===== src/rtl/abort_stamp_pkg.sv =====
package abort_stamp_pkg;
    localparam int TS_W   = 32;
    localparam int CODE_W = 8;
    localparam int ADDR_W = 3;

    typedef enum logic [ADDR_W-1:0] {
        A_ALIGN  = 3'd0,
        A_DUMP   = 3'd1,
        A_STATUS = 3'd2,
        A_TS0    = 3'd3,
        A_TS1    = 3'd4,
        A_TS2    = 3'd5,
        A_TS3    = 3'd6
    } reg_addr_e;

    typedef struct packed {
        logic fid_fail;
        logic permit_fail;
        logic rt_abort;
        logic dump;
    } cause_t;

    function automatic logic [CODE_W-1:0] stamp_byte(logic [TS_W-1:0] ts, logic [1:0] idx);
        return ts[idx*8 +: 8];
    endfunction

    function automatic logic [CODE_W-1:0] status_byte(cause_t c, logic en);
        return {en, 3'b000, c};
    endfunction
endpackage


===== src/rtl/us_timebase.sv =====
module us_timebase #(
    parameter int TICKS_PER_US = 250,
    parameter int CNT_W        = 32
) (
    input  logic             clk,
    input  logic             rst,
    input  logic             clr,
    output logic [CNT_W-1:0] cnt
);
    localparam int PRE_W = (TICKS_PER_US > 1) ? $clog2(TICKS_PER_US) : 1;
    localparam logic [PRE_W-1:0] PRE_LAST = PRE_W'(TICKS_PER_US - 1);

    logic [PRE_W-1:0] pre;
    logic             tick;

    assign tick = (pre == PRE_LAST);

    always_ff @(posedge clk) begin
        if (rst || clr) begin
            pre <= '0;
            cnt <= '0;
        end else if (tick) begin
            pre <= '0;
            cnt <= cnt + 1'b1;
        end else begin
            pre <= pre + 1'b1;
        end
    end


    clr_zero_chk: assert property (@(posedge clk) disable iff (rst)
        clr |=> (cnt == '0) && (pre == '0));

    step_chk: assert property (@(posedge clk) disable iff (rst)
        (!clr && tick) |=> cnt == $past(cnt) + 1'b1);

    hold_chk: assert property (@(posedge clk) disable iff (rst)
        (!clr && !tick) |=> $stable(cnt));
endmodule


===== src/rtl/cause_latch.sv =====
module cause_latch
    import abort_stamp_pkg::*;
#(
    parameter int CNT_W = 32
) (
    input  logic             clk,
    input  logic             rst,
    input  logic             abort_pulse,
    input  logic             dump_hit,
    input  logic             permit_in,
    input  logic             fid_in,
    input  logic             rd_clear,
    input  logic [CNT_W-1:0] cnt,
    output cause_t           flags,
    output logic [CNT_W-1:0] stamp
);
    logic frozen;
    assign frozen = flags.rt_abort && !rd_clear;

    always_ff @(posedge clk) begin
        if (rst) begin
            flags <= '0;
            stamp <= '0;
        end else if (!frozen) begin
            flags.permit_fail <= permit_in;
            flags.fid_fail    <= fid_in;
            flags.dump        <= (flags.dump && !rd_clear) || dump_hit;
            if (abort_pulse) begin
                flags.rt_abort <= 1'b1;
                stamp          <= cnt;
            end else if (rd_clear) begin
                flags.rt_abort <= 1'b0;
            end
        end
    end


    capture_chk: assert property (@(posedge clk) disable iff (rst)
        (abort_pulse && !flags.rt_abort) |=> flags.rt_abort && (stamp == $past(cnt)));

    freeze_chk: assert property (@(posedge clk) disable iff (rst)
        (flags.rt_abort && !rd_clear) |=> $stable(stamp) && $stable(flags));

    release_chk: assert property (@(posedge clk) disable iff (rst)
        (rd_clear && !abort_pulse && !dump_hit) |=> !flags.rt_abort && !flags.dump);
endmodule


===== src/rtl/host_regs.sv =====
module host_regs
    import abort_stamp_pkg::*;
(
    input  logic              clk,
    input  logic              rst,
    input  logic              wr_en,
    input  logic [ADDR_W-1:0] wr_addr,
    input  logic [CODE_W-1:0] wr_data,
    input  logic              rd_en,
    input  logic [ADDR_W-1:0] rd_addr,
    input  cause_t            flags,
    input  logic [TS_W-1:0]   stamp,
    output logic [CODE_W-1:0] rd_data,
    output logic [CODE_W-1:0] align_code,
    output logic [CODE_W-1:0] dump_code,
    output logic              rd_clear,
    output logic              irq
);
    logic irq_en;

    assign rd_clear = rd_en && (reg_addr_e'(rd_addr) == A_TS3);
    assign irq      = irq_en && (flags.dump || flags.rt_abort);

    always_ff @(posedge clk) begin
        if (rst) begin
            align_code <= '0;
            dump_code  <= '0;
            irq_en     <= 1'b0;
        end else if (wr_en) begin
            case (reg_addr_e'(wr_addr))
                A_ALIGN:  align_code <= wr_data;
                A_DUMP:   dump_code  <= wr_data;
                A_STATUS: irq_en     <= wr_data[7];
                default:  ;
            endcase
        end
    end

    always_ff @(posedge clk) begin
        if (rst) begin
            rd_data <= '0;
        end else if (rd_en) begin
            case (reg_addr_e'(rd_addr))
                A_ALIGN:  rd_data <= align_code;
                A_DUMP:   rd_data <= dump_code;
                A_STATUS: rd_data <= status_byte(flags, irq_en);
                A_TS0:    rd_data <= stamp_byte(stamp, 2'd0);
                A_TS1:    rd_data <= stamp_byte(stamp, 2'd1);
                A_TS2:    rd_data <= stamp_byte(stamp, 2'd2);
                A_TS3:    rd_data <= stamp_byte(stamp, 2'd3);
                default:  rd_data <= '0;
            endcase
        end
    end


    wr_code_chk: assert property (@(posedge clk) disable iff (rst)
        (wr_en && reg_addr_e'(wr_addr) == A_ALIGN) |=> align_code == $past(wr_data));
endmodule


===== src/rtl/abort_stamp_unit.sv =====
module abort_stamp_unit
    import abort_stamp_pkg::*;
#(
    parameter int TICKS_PER_US = 250
) (
    input  logic              clk,
    input  logic              rst,
    input  logic              evt_valid,
    input  logic [7:0]        evt_code,
    input  logic              abort_pulse,
    input  logic              permit_fail_in,
    input  logic              fid_fail_in,
    input  logic              wr_en,
    input  logic [2:0]        wr_addr,
    input  logic [7:0]        wr_data,
    input  logic              rd_en,
    input  logic [2:0]        rd_addr,
    output logic [7:0]        rd_data,
    output logic              irq
);
    logic [CODE_W-1:0] align_code, dump_code;
    logic              align_hit, dump_hit, rd_clear;
    logic [TS_W-1:0]   cnt, stamp;
    cause_t            flags;

    assign align_hit = evt_valid && (evt_code == align_code);
    assign dump_hit  = evt_valid && (evt_code == dump_code);

    us_timebase #(.TICKS_PER_US(TICKS_PER_US), .CNT_W(TS_W)) u_tb (
        .clk(clk), .rst(rst), .clr(align_hit), .cnt(cnt)
    );

    cause_latch #(.CNT_W(TS_W)) u_cause (
        .clk(clk), .rst(rst), .abort_pulse(abort_pulse), .dump_hit(dump_hit),
        .permit_in(permit_fail_in), .fid_in(fid_fail_in), .rd_clear(rd_clear),
        .cnt(cnt), .flags(flags), .stamp(stamp)
    );

    host_regs u_regs (
        .clk(clk), .rst(rst), .wr_en(wr_en), .wr_addr(wr_addr), .wr_data(wr_data),
        .rd_en(rd_en), .rd_addr(rd_addr), .flags(flags), .stamp(stamp),
        .rd_data(rd_data), .align_code(align_code), .dump_code(dump_code),
        .rd_clear(rd_clear), .irq(irq)
    );


    irq_drop_chk: assert property (@(posedge clk) disable iff (rst)
        (rd_clear && !abort_pulse && !dump_hit) |=> !irq);

    dump_ignore_chk: assert property (@(posedge clk) disable iff (rst)
        (flags.rt_abort && !flags.dump && !rd_clear) |=> !flags.dump);
endmodule


===== config.mk =====
export PLATFORM = sky130hd
export DESIGN_NAME = abort_stamp_unit
export DESIGN_NICKNAME = d
export VERILOG_FILES = /design/src/rtl/abort_stamp_pkg.sv /design/src/rtl/us_timebase.sv /design/src/rtl/cause_latch.sv /design/src/rtl/host_regs.sv /design/src/rtl/abort_stamp_unit.sv
export SDC_FILE = /design/constraint.sdc
export NUM_CORES = 1
export LEC_CHECK = 0
export CORE_ASPECT_RATIO = 1.25
export CORE_MARGIN = 2
export CORE_UTILIZATION = 30
export CTS_BUF_LIST = sky130_fd_sc_hd__clkbuf_2 sky130_fd_sc_hd__clkbuf_4 sky130_fd_sc_hd__clkbuf_8
export DETAILED_ROUTE_END_ITERATION = 10
export SLEW_MARGIN = 20
export SYNTH_ARGS = -nofsm -noshare
export SYNTH_HDL_FRONTEND = slang
export SYNTH_SLANG_ARGS = --single-unit

===== constraint.sdc =====
create_clock -name clk -period 1.7 [get_ports clk]
set_clock_uncertainty 0.1 [all_clocks]
set_input_delay 0.17 -clock clk [delete_from_list [all_inputs] [get_ports clk]]
set_output_delay 0.17 -clock clk [all_outputs]
set_load 0.05 [all_outputs]

==> metrics.md, run 1 <==
| Metric | Value |
|---|---|
| Result of the run | complete, but fails checks |
| Failing checks | setup timing |
| Total Nets Final | 700 |
| Number of antenna violations at the first check in global routing | 0 |
| Number of global-route vias before repair | 4375 |
| GRT overflow | 0 |
| Post-Syn Instances | 554 |
| Final GP Congestion | 0.8802 |
| Worst endpoint required time | 1.88 ns |
| Worst-case headroom to the max-slew limit | 0.5808 |
| Clock share of power | 0.368 |
| Drt pass-1 iters | 4 |
| # setup viols final | 20 |
| Endpoint type of the worst setup path | flip-flop |
| Switch share | 0.2633 |
| Max Fanout on Critical Path | 4 |
| Minimum clock period after layout | 1.945 ns |
| Path category of the worst min-delay check | in2reg |
| Rows | 50 |
| Highest-count cells in the layout ignoring fill and taps | nand2_1 (107), dfxtp_1 (98), buf_4 (93) |
| Area of the die | 0.01640 mm² |
| Worst setup path endpoint | u_tb.cnt[14] |
| CTS root buffer | clkbuf_8 |
| Library cell with the largest summed area after synthesis | dfxtp_1 |
| Post-route DRC violation count | 0 |
| Kind of start point of the critical path | flip-flop |
| Int Power | 3324 µW |
| Launch instance of the worst register-to-register path | u_tb.pre[1] |
| Number of routed nets with antenna violations | 0 |
| NetSw | 1188 µW |
| Initial core utilization | 0.3073 |
| Slowest CP cell | or3_4 |
| Die width | 114.9 µm |
| Number of cells on the critical path | 8 |
| Via-to-Cell Ratio | 4.982 |
| DP HPWL | 9.558 mm |
| Post-synth cell types | 45 |
| Slew at the pin with the worst max-slew slack | 0.6288 ns |
| Routed vias | 4255 |
| Placeable core region | 0.01501 mm² |
| Leakage power of the design | 0.002295 µW |
| Cells along the critical path | inv_2 > ha_4 > nand4b_4 > buf_4 > or3_4 > nor4_4 > xnor2_1 > nor2_1 |
| Largest delay share family, worst path | simple AND/OR/NAND/NOR gates |
| Commonest non-fill, non-tap cell in the layout | nand2_1 |
| Post-Synthesis Cell Area | 0.004614 mm² |
| Synth Flop Type | dfxtp_1 |
| Utilization after layout | 0.4175 |
| Clock transition at the registers of the reported paths | 0.11 ns |
| Share of post-route cells with drive strength above 1 | 0.2500 |
| Initial drt markers | 272 |
| Global Route Usage Sum | 0.1639 |
| Proportion of power drawn by combinational gates | 0.097 |
| Max Transition Viols Final | 0 |
| TritonCTS buffer count | 9 |
| Launch point of the worst hold path | rst |
| R2R depth | 8 |
| Area share of the largest cell type after synthesis | 0.4382 |
| Final Power | 4512 µW |
| Post-placement worst setup slack | -0.3726 ns |
| CP peak stage delay | 0.39 ns |
| Clock Path Buffers | 2 |
| Number of cells in the design after placement | 833 |
| Flip-flop and latch count after synthesis | 101 |
| Count of boundary I/O pins | 39 |
| Final std cells w/o fill | 854 |
| Final-layout fill cell count | 1495 |
| Final Hold Viols | 0 |
| Clock latency of the later-clocked register in the worst-skew pair | 0.39 ns |
| Share of the cycle needed by the critical path after routing | 1.144 |
| Aggregate routed wire length | 12.98 mm |
| Number of warning messages in the yosys log | 0 |
| RSZ-0062 raised after global routing | yes |
| Number of enable-type register cells in the synthesized netlist | 0 |
| Share of total power in sequential cells | 0.535 |
| First-pass GRT wire length | 21.13 mm |
| Register-to-register path setup slack | -0.25 ns |
| Die H | 142.7 µm |
| H-tree depth reported by CTS | 3 |
| Number of I/O port buffers | 38 |
| Achievable frequency | 0.5141 GHz |
| Synthesized area per cell | 8.329 µm² |
| Worst-case hold slack | 0.1227 ns |
| Routed len/inst | 15.20 µm |
| Crit path buf inv count | 2 |
| Largest net degree at the start of global routing | 62 |
| Power density normalized to cell area | 719.9 mW/mm² |
| Combined area of the multi-input logic cells | 0.002605 mm² |
| CTS Hold Bufs | 0 |
| Async S/R FF share, synth | 0 |
| TritonCTS clock tree | done |
| Type of the worst setup path | reg2reg |
| Worst Setup SP | u_tb.pre[1] |
| Clock net sink count | 101 |
| End of the worst register-to-register path | u_tb.cnt[14] |
| Sequential share of the synthesized area | 0.4382 |
| Cells taking the most area after synthesis | dfxtp_1 (44%), nand2_1 (8.7%), a21oi_1 (8.4%), xor2_1 (3.4%), nor2_1 (3.1%) |
| Synthesized net count | 587 |
| Area added between synthesis and finish | 35.85% |
| # Max-Cap Violations | 0 |
| Post-route setup slack | -0.2453 ns |
| Ant. Diodes | 0 |
| Combined flip-flop and latch cell area | 0.002026 mm² |
| Maximum resistive drop on vdd | 0.3030 mV |
| Critical Path AT | 2.13 ns |
[routing by layer]
layer,GRT usage,up-vias,share of wire
met5,0,-,0
met4,0.07736,0,0.027
met3,0.02929,22,0.033
met2,0.2920,77,0.52
met1,0.1880,2010,0.42
li1,-,2146,-
[metrics by stage]
step,setup TNS [ns],cell area (µm²)
2_1_floorplan,-0.8945,4668
3_3_place_gp,-17.49,5851
3_5_place_dp,-21.88,5851
4_1_cts,-3.185,6173
5_1_grt,-5.160,6269
6_report,-2.637,6269
[registers in the layout (all words and copies together) (netlist names)]
signal and flops:
u_cause.stamp 32, u_tb.cnt 32, u_cause.flags 4, u_tb.pre 8, u_regs.dump_code 8, u_regs.irq_en 1
u_regs.rd_data 8, u_regs.align_code 8
[how the worst min path moves through the flow]
| stage | end | slack [ns] | cells past startpoint |
|---|---|---|---|
| floorplan | u_cause.flags[1] | 0.19 | 2 |
| global placement | u_cause.stamp[28] | 0.35 | 2 |
| detailed placement | u_cause.stamp[28] | 0.35 | 2 |
| CTS | u_tb.cnt[9] | 0.11 | 4 |
| global route | u_tb.cnt[9] | 0.12 | 4 |
| finish | u_tb.cnt[9] | 0.12 | 4 |
[final cells by class]
cell class | instances | share of cell area
Tap cell | 182 | 0.03633
Clock buffer | 9 | 0.01976
Sequential cell | 101 | 0.3232
Clock inverter | 7 | 0.01457
Multi-Input combinational cell | 413 | 0.4156
Inverter | 8 | 0.004790
Timing Repair Buffer | 134 | 0.1858
[cell families after synthesis]
logic type      share of synthesized area
buf+inv                           0.03444
xor+xnor                          0.06074
mux                               0.05992
compound gates                     0.1489
simple gates                       0.2497
fa+ha+maj                        0.008135
flops                              0.4382
[what timing repair did]
action | in CTS | in global routing
buffers inserted | 3 | 2
cloned | 0 | 1
hold endpoints to repair | 0 | 0
resized for setup | 18 | 23
pin swaps | 10 | 11
endpoints found under the setup margin | 33 | 43
[cells in the mapped netlist, types with 2 or more instances]
cell type  number
and2_1          3
o31ai_1         7
nor3_1          4
nor2_1         38
ha_1            3
buf_2           7
nand4_1        13
nand3b_1        2
nor4_2          2
xor2_1         18
nand3_1        14
or2_1           2
nand2_1       107
dfxtp_1       101
o211ai_1        3
or3_1          15
nor4_1          2
mux2_2          3
inv_1           8
xnor2_1        14
mux4_2          5
o2bb2ai_1       3
clkbuf_1       22
a221oi_1        2
buf_1           3
nor2_2          2
mux2i_1        13
o21ai_0        18
nor3b_1         3
a21oi_1        77
o21a_1          2
nor2b_1         5
nand2b_1       10
a22oi_1         6
or4_1           7
[power groups by stage]
stage | clock, µW | sequential, µW | combinational, µW
6_report | 1660 | 2410 | 438
4_1_cts | 1700 | 2410 | 434
2_1_floorplan | 0 | 2480 | 193
3_5_place_dp | 0 | 2470 | 424
3_3_place_gp | 0 | 2470 | 417
5_1_grt | 1800 | 2420 | 477
[tightest hold or removal path, stage by stage]
cell and delay (ns):
buf_2 0.10, a41o_1 0.12, buf_6 0.14, a21oi_1 0.04
Power figures use the tool's default switching activity.
==> inputs of run 2 (changes only) <==
--- a/config.mk
+++ b/config.mk
@@ -10,6 +10,8 @@
 export CORE_UTILIZATION = 30
 export CTS_BUF_LIST = sky130_fd_sc_hd__clkbuf_2 sky130_fd_sc_hd__clkbuf_4 sky130_fd_sc_hd__clkbuf_8
 export DETAILED_ROUTE_END_ITERATION = 10
+export REMOVE_ABC_BUFFERS = 1
+export SETUP_SLACK_MARGIN = 0.1
 export SLEW_MARGIN = 20
 export SYNTH_ARGS = -nofsm -noshare
 export SYNTH_HDL_FRONTEND = slang
==> metrics.md, run 2 (synthesis results as in run 1) <==
| Metric | Value |
|---|---|
| Result of the run | complete, but fails checks (unchanged) |
| Failing checks | setup timing (unchanged) |
| Die width | 114.9 µm (unchanged) |
| Worst Setup SP | u_tb.pre[1] (unchanged) |
| CP peak stage delay | 0.46 ns (was 0.39 ns) |
| Largest delay share family, worst path | simple AND/OR/NAND/NOR gates (unchanged) |
| Clock share of power | 0.364 (was 0.368) |
| Area added between synthesis and finish | 40.62% (was 35.85%) |
| Maximum resistive drop on vdd | 0.5061 mV (was 0.3030 mV) |
| Max Transition Viols Final | 0 (unchanged) |
| Number of routed nets with antenna violations | 0 (unchanged) |
| Kind of start point of the critical path | flip-flop (unchanged) |
| Crit path buf inv count | 2 (unchanged) |
| Die H | 142.7 µm (unchanged) |
| Endpoint type of the worst setup path | flip-flop (unchanged) |
| Commonest non-fill, non-tap cell in the layout | nand2_1 (unchanged) |
| Post-placement worst setup slack | -0.3466 ns (was -0.3726 ns) |
| Share of the cycle needed by the critical path after routing | 1.092 (was 1.144) |
| NetSw | 1162 µW (was 1188 µW) |
| Largest net degree at the start of global routing | 62 (unchanged) |
| Worst setup path endpoint | u_tb.cnt[28] (was u_tb.cnt[14]) |
| Area of the die | 0.01640 mm² (unchanged) |
| Routed vias | 4326 (was 4255) |
| Launch instance of the worst register-to-register path | u_tb.pre[1] (unchanged) |
| Share of total power in sequential cells | 0.533 (was 0.535) |
| Final-layout fill cell count | 1436 (was 1495) |
| # setup viols final | 22 (was 20) |
| Final GP Congestion | 0.8535 (was 0.8802) |
| End of the worst register-to-register path | u_tb.cnt[28] (was u_tb.cnt[14]) |
| Number of global-route vias before repair | 4261 (was 4375) |
| Number of cells on the critical path | 8 (unchanged) |
| Via-to-Cell Ratio | 5.024 (was 4.982) |
| Initial drt markers | 225 (was 272) |
| Type of the worst setup path | reg2reg (unchanged) |
| Worst endpoint required time | 1.92 ns (was 1.88 ns) |
| Final TNS setup | -1.827 ns (was -2.637 ns) |
| Registers with the most flip-flops | u_cause.stamp (32), u_tb.cnt (32) (unchanged) |
| Final Hold Viols | 0 (unchanged) |
| Register-to-register path setup slack | -0.16 ns (was -0.25 ns) |
| Minimum clock period after layout | 1.857 ns (was 1.945 ns) |
| TritonCTS buffer count | 9 (unchanged) |
| TritonCTS clock tree | done (unchanged) |
| Proportion of power drawn by combinational gates | 0.103 (was 0.097) |
| Slowest CP cell | or4_1 (was or3_4) |
| H-tree depth reported by CTS | 3 (unchanged) |
| Int Power | 3364 µW (was 3324 µW) |
| Number of cells on the worst hold path | 4 (unchanged) |
| First-pass GRT wire length | 21.48 mm (was 21.13 mm) |
| Initial core utilization | 0.3073 (unchanged) |
| Share of post-route cells with drive strength above 1 | 0.2975 (was 0.2500) |
| Post-route setup slack | -0.1566 ns (was -0.2453 ns) |
| Switch share | 0.2566 (was 0.2633) |
| Ant. Diodes | 0 (unchanged) |
| Achievable frequency | 0.5386 GHz (was 0.5141 GHz) |
| Highest-count cells in the layout ignoring fill and taps | nand2_1 (105), buf_4 (92), dfxtp_1 (91) (was nand2_1 (107), dfxtp_1 (98), buf_4 (93)) |
| Total Nets Final | 707 (was 700) |
| Max Fanout on Critical Path | 7 (was 4) |
| R2R depth | 8 (unchanged) |
| CTS root buffer | clkbuf_8 (unchanged) |
| Aggregate routed wire length | 13.44 mm (was 12.98 mm) |
| GRT overflow | 0 (unchanged) |
| Clock net sink count | 101 (unchanged) |
| Placeable core region | 0.01501 mm² (unchanged) |
| Power density normalized to cell area | 697.5 mW/mm² (was 719.9 mW/mm²) |
| Number of I/O port buffers | 38 (unchanged) |
| Routed len/inst | 15.61 µm (was 15.20 µm) |
| Post-route DRC violation count | 0 (unchanged) |
| Number of antenna violations at the first check in global routing | 0 (unchanged) |
| Leakage power of the design | 0.002410 µW (was 0.002295 µW) |
| Global Route Usage Sum | 0.1673 (was 0.1639) |
| Clock transition at the registers of the reported paths | 0.11 ns (about the same) |
| Drt pass-1 iters | 4 (unchanged) |
| Slew at the pin with the worst max-slew slack | 0.6087 ns (was 0.6288 ns) |
| # Max-Cap Violations | 0 (unchanged) |
| Clock Path Buffers | 2 (unchanged) |
| Critical Path AT | 2.08 ns (was 2.13 ns) |
| Path category of the worst min-delay check | in2reg (unchanged) |
| Worst-case headroom to the max-slew limit | 0.5942 (was 0.5808) |
| Cells along the critical path | inv_2 > ha_4 > nand4b_4 > nor3_4 > buf_6 > nand4_4 > or4_1 > a21oi_2 (was inv_2 > ha_4 > nand4b_4 > buf_4 > or3_4 > nor4_4 > xnor2_1 > nor2_1) |
| DP HPWL | 9.914 mm (was 9.558 mm) |
| Clock latency of the later-clocked register in the worst-skew pair | 0.38 ns (was 0.39 ns) |
| Count of boundary I/O pins | 39 (unchanged) |
| Rows | 50 (unchanged) |
| RSZ-0062 raised after global routing | yes (unchanged) |
run 2: changes by cell type in the layout (fill, tap and decap cells not counted), sizes merged:
cell           previous run  this run
buf                     106       112
clkbuf                    9        11
dlymetal6s2s              1         5
clkdlybuf4s50            27        23
clkinv                    2         1
clkinvlp                  1         0
inv                      11        12
run 2: timing repair:
item | in CTS | in global routing
gates cloned | 1 | 0
endpoints found under the setup margin | 42 | 71
pin swaps | 24 | 16
setup buffers | 8 | 7
hold buffers | 0 | 0
gates resized for setup | 46 | 52
run 2: cell type report:
class / instances / area [µm²] / area share
clock buffer: 10 / 137.6 / 0.02121
clock inverter: 6 / 76.32 / 0.01176
multi-input combinational: 413 / 2730 / 0.4207
inverter: 8 / 30.03 / 0.004628
timing repair buffer: 141 / 1245 / 0.1919
sequential: 101 / 2042 / 0.3147
tap: 182 / 227.7 / 0.03509
run 2: how the worst min path moves through the flow:
| stage | from | to |
|---|---|---|
| floorplan | rst | u_cause.flags[0] |
| global placement | u_cause.stamp[27] | u_cause.stamp[27] |
| detailed placement | u_cause.stamp[23] | u_cause.stamp[23] |
| CTS | fid_fail_in | u_cause.flags[3] |
| global route | rst | u_tb.cnt[1] |
| finish | rst | u_tb.cnt[1] |
run 2: per-layer routing:
metal  GRT usage  up-vias  wire length, µm
li1            -     2173                -
met2      0.3006       80             6952
met4     0.07609        0              335
met1      0.1947     2053             5704
met3     0.02377       20              446
met5           0        -                0
run 2: metrics by stage:
| step | util | total power, µW | hold WS (ns) | std cells | instance area [µm²] |
|---|---|---|---|---|---|
| CTS | 0.4165 | 4559 | 0.2468 | 854 | 6254 |
| detailed placement | 0.3843 | 2880 | 0.3531 | 829 | 5769 |
| floorplan | - | 2617 | 0.1391 | 522 | 4486 |
| global route | 0.4322 | 4707 | 0.2585 | 861 | 6489 |
| global placement | 0.3843 | 2873 | 0.3471 | 829 | 5769 |
| finish | 0.4322 | 4526 | 0.2497 | 861 | 6489 |
run 2: worst register-to-register path, stage by stage (launching register included):
cell	delay, ns
dfxtp_2	0.34
inv_2	0.06
ha_4	0.13
nand4b_4	0.13
nor3_4	0.16
buf_6	0.15
nand4_4	0.12
or4_1	0.46
a21oi_2	0.15
run 2: power groups by stage:
stage / sequential [µW] / combinational [µW] / clock (µW)
finish: 2410 / 466 / 1650
global route: 2410 / 503 / 1790
CTS: 2410 / 440 / 1710
detailed placement: 2470 / 414 / 0
global placement: 2470 / 407 / 0
floorplan: 2480 / 138 / 0
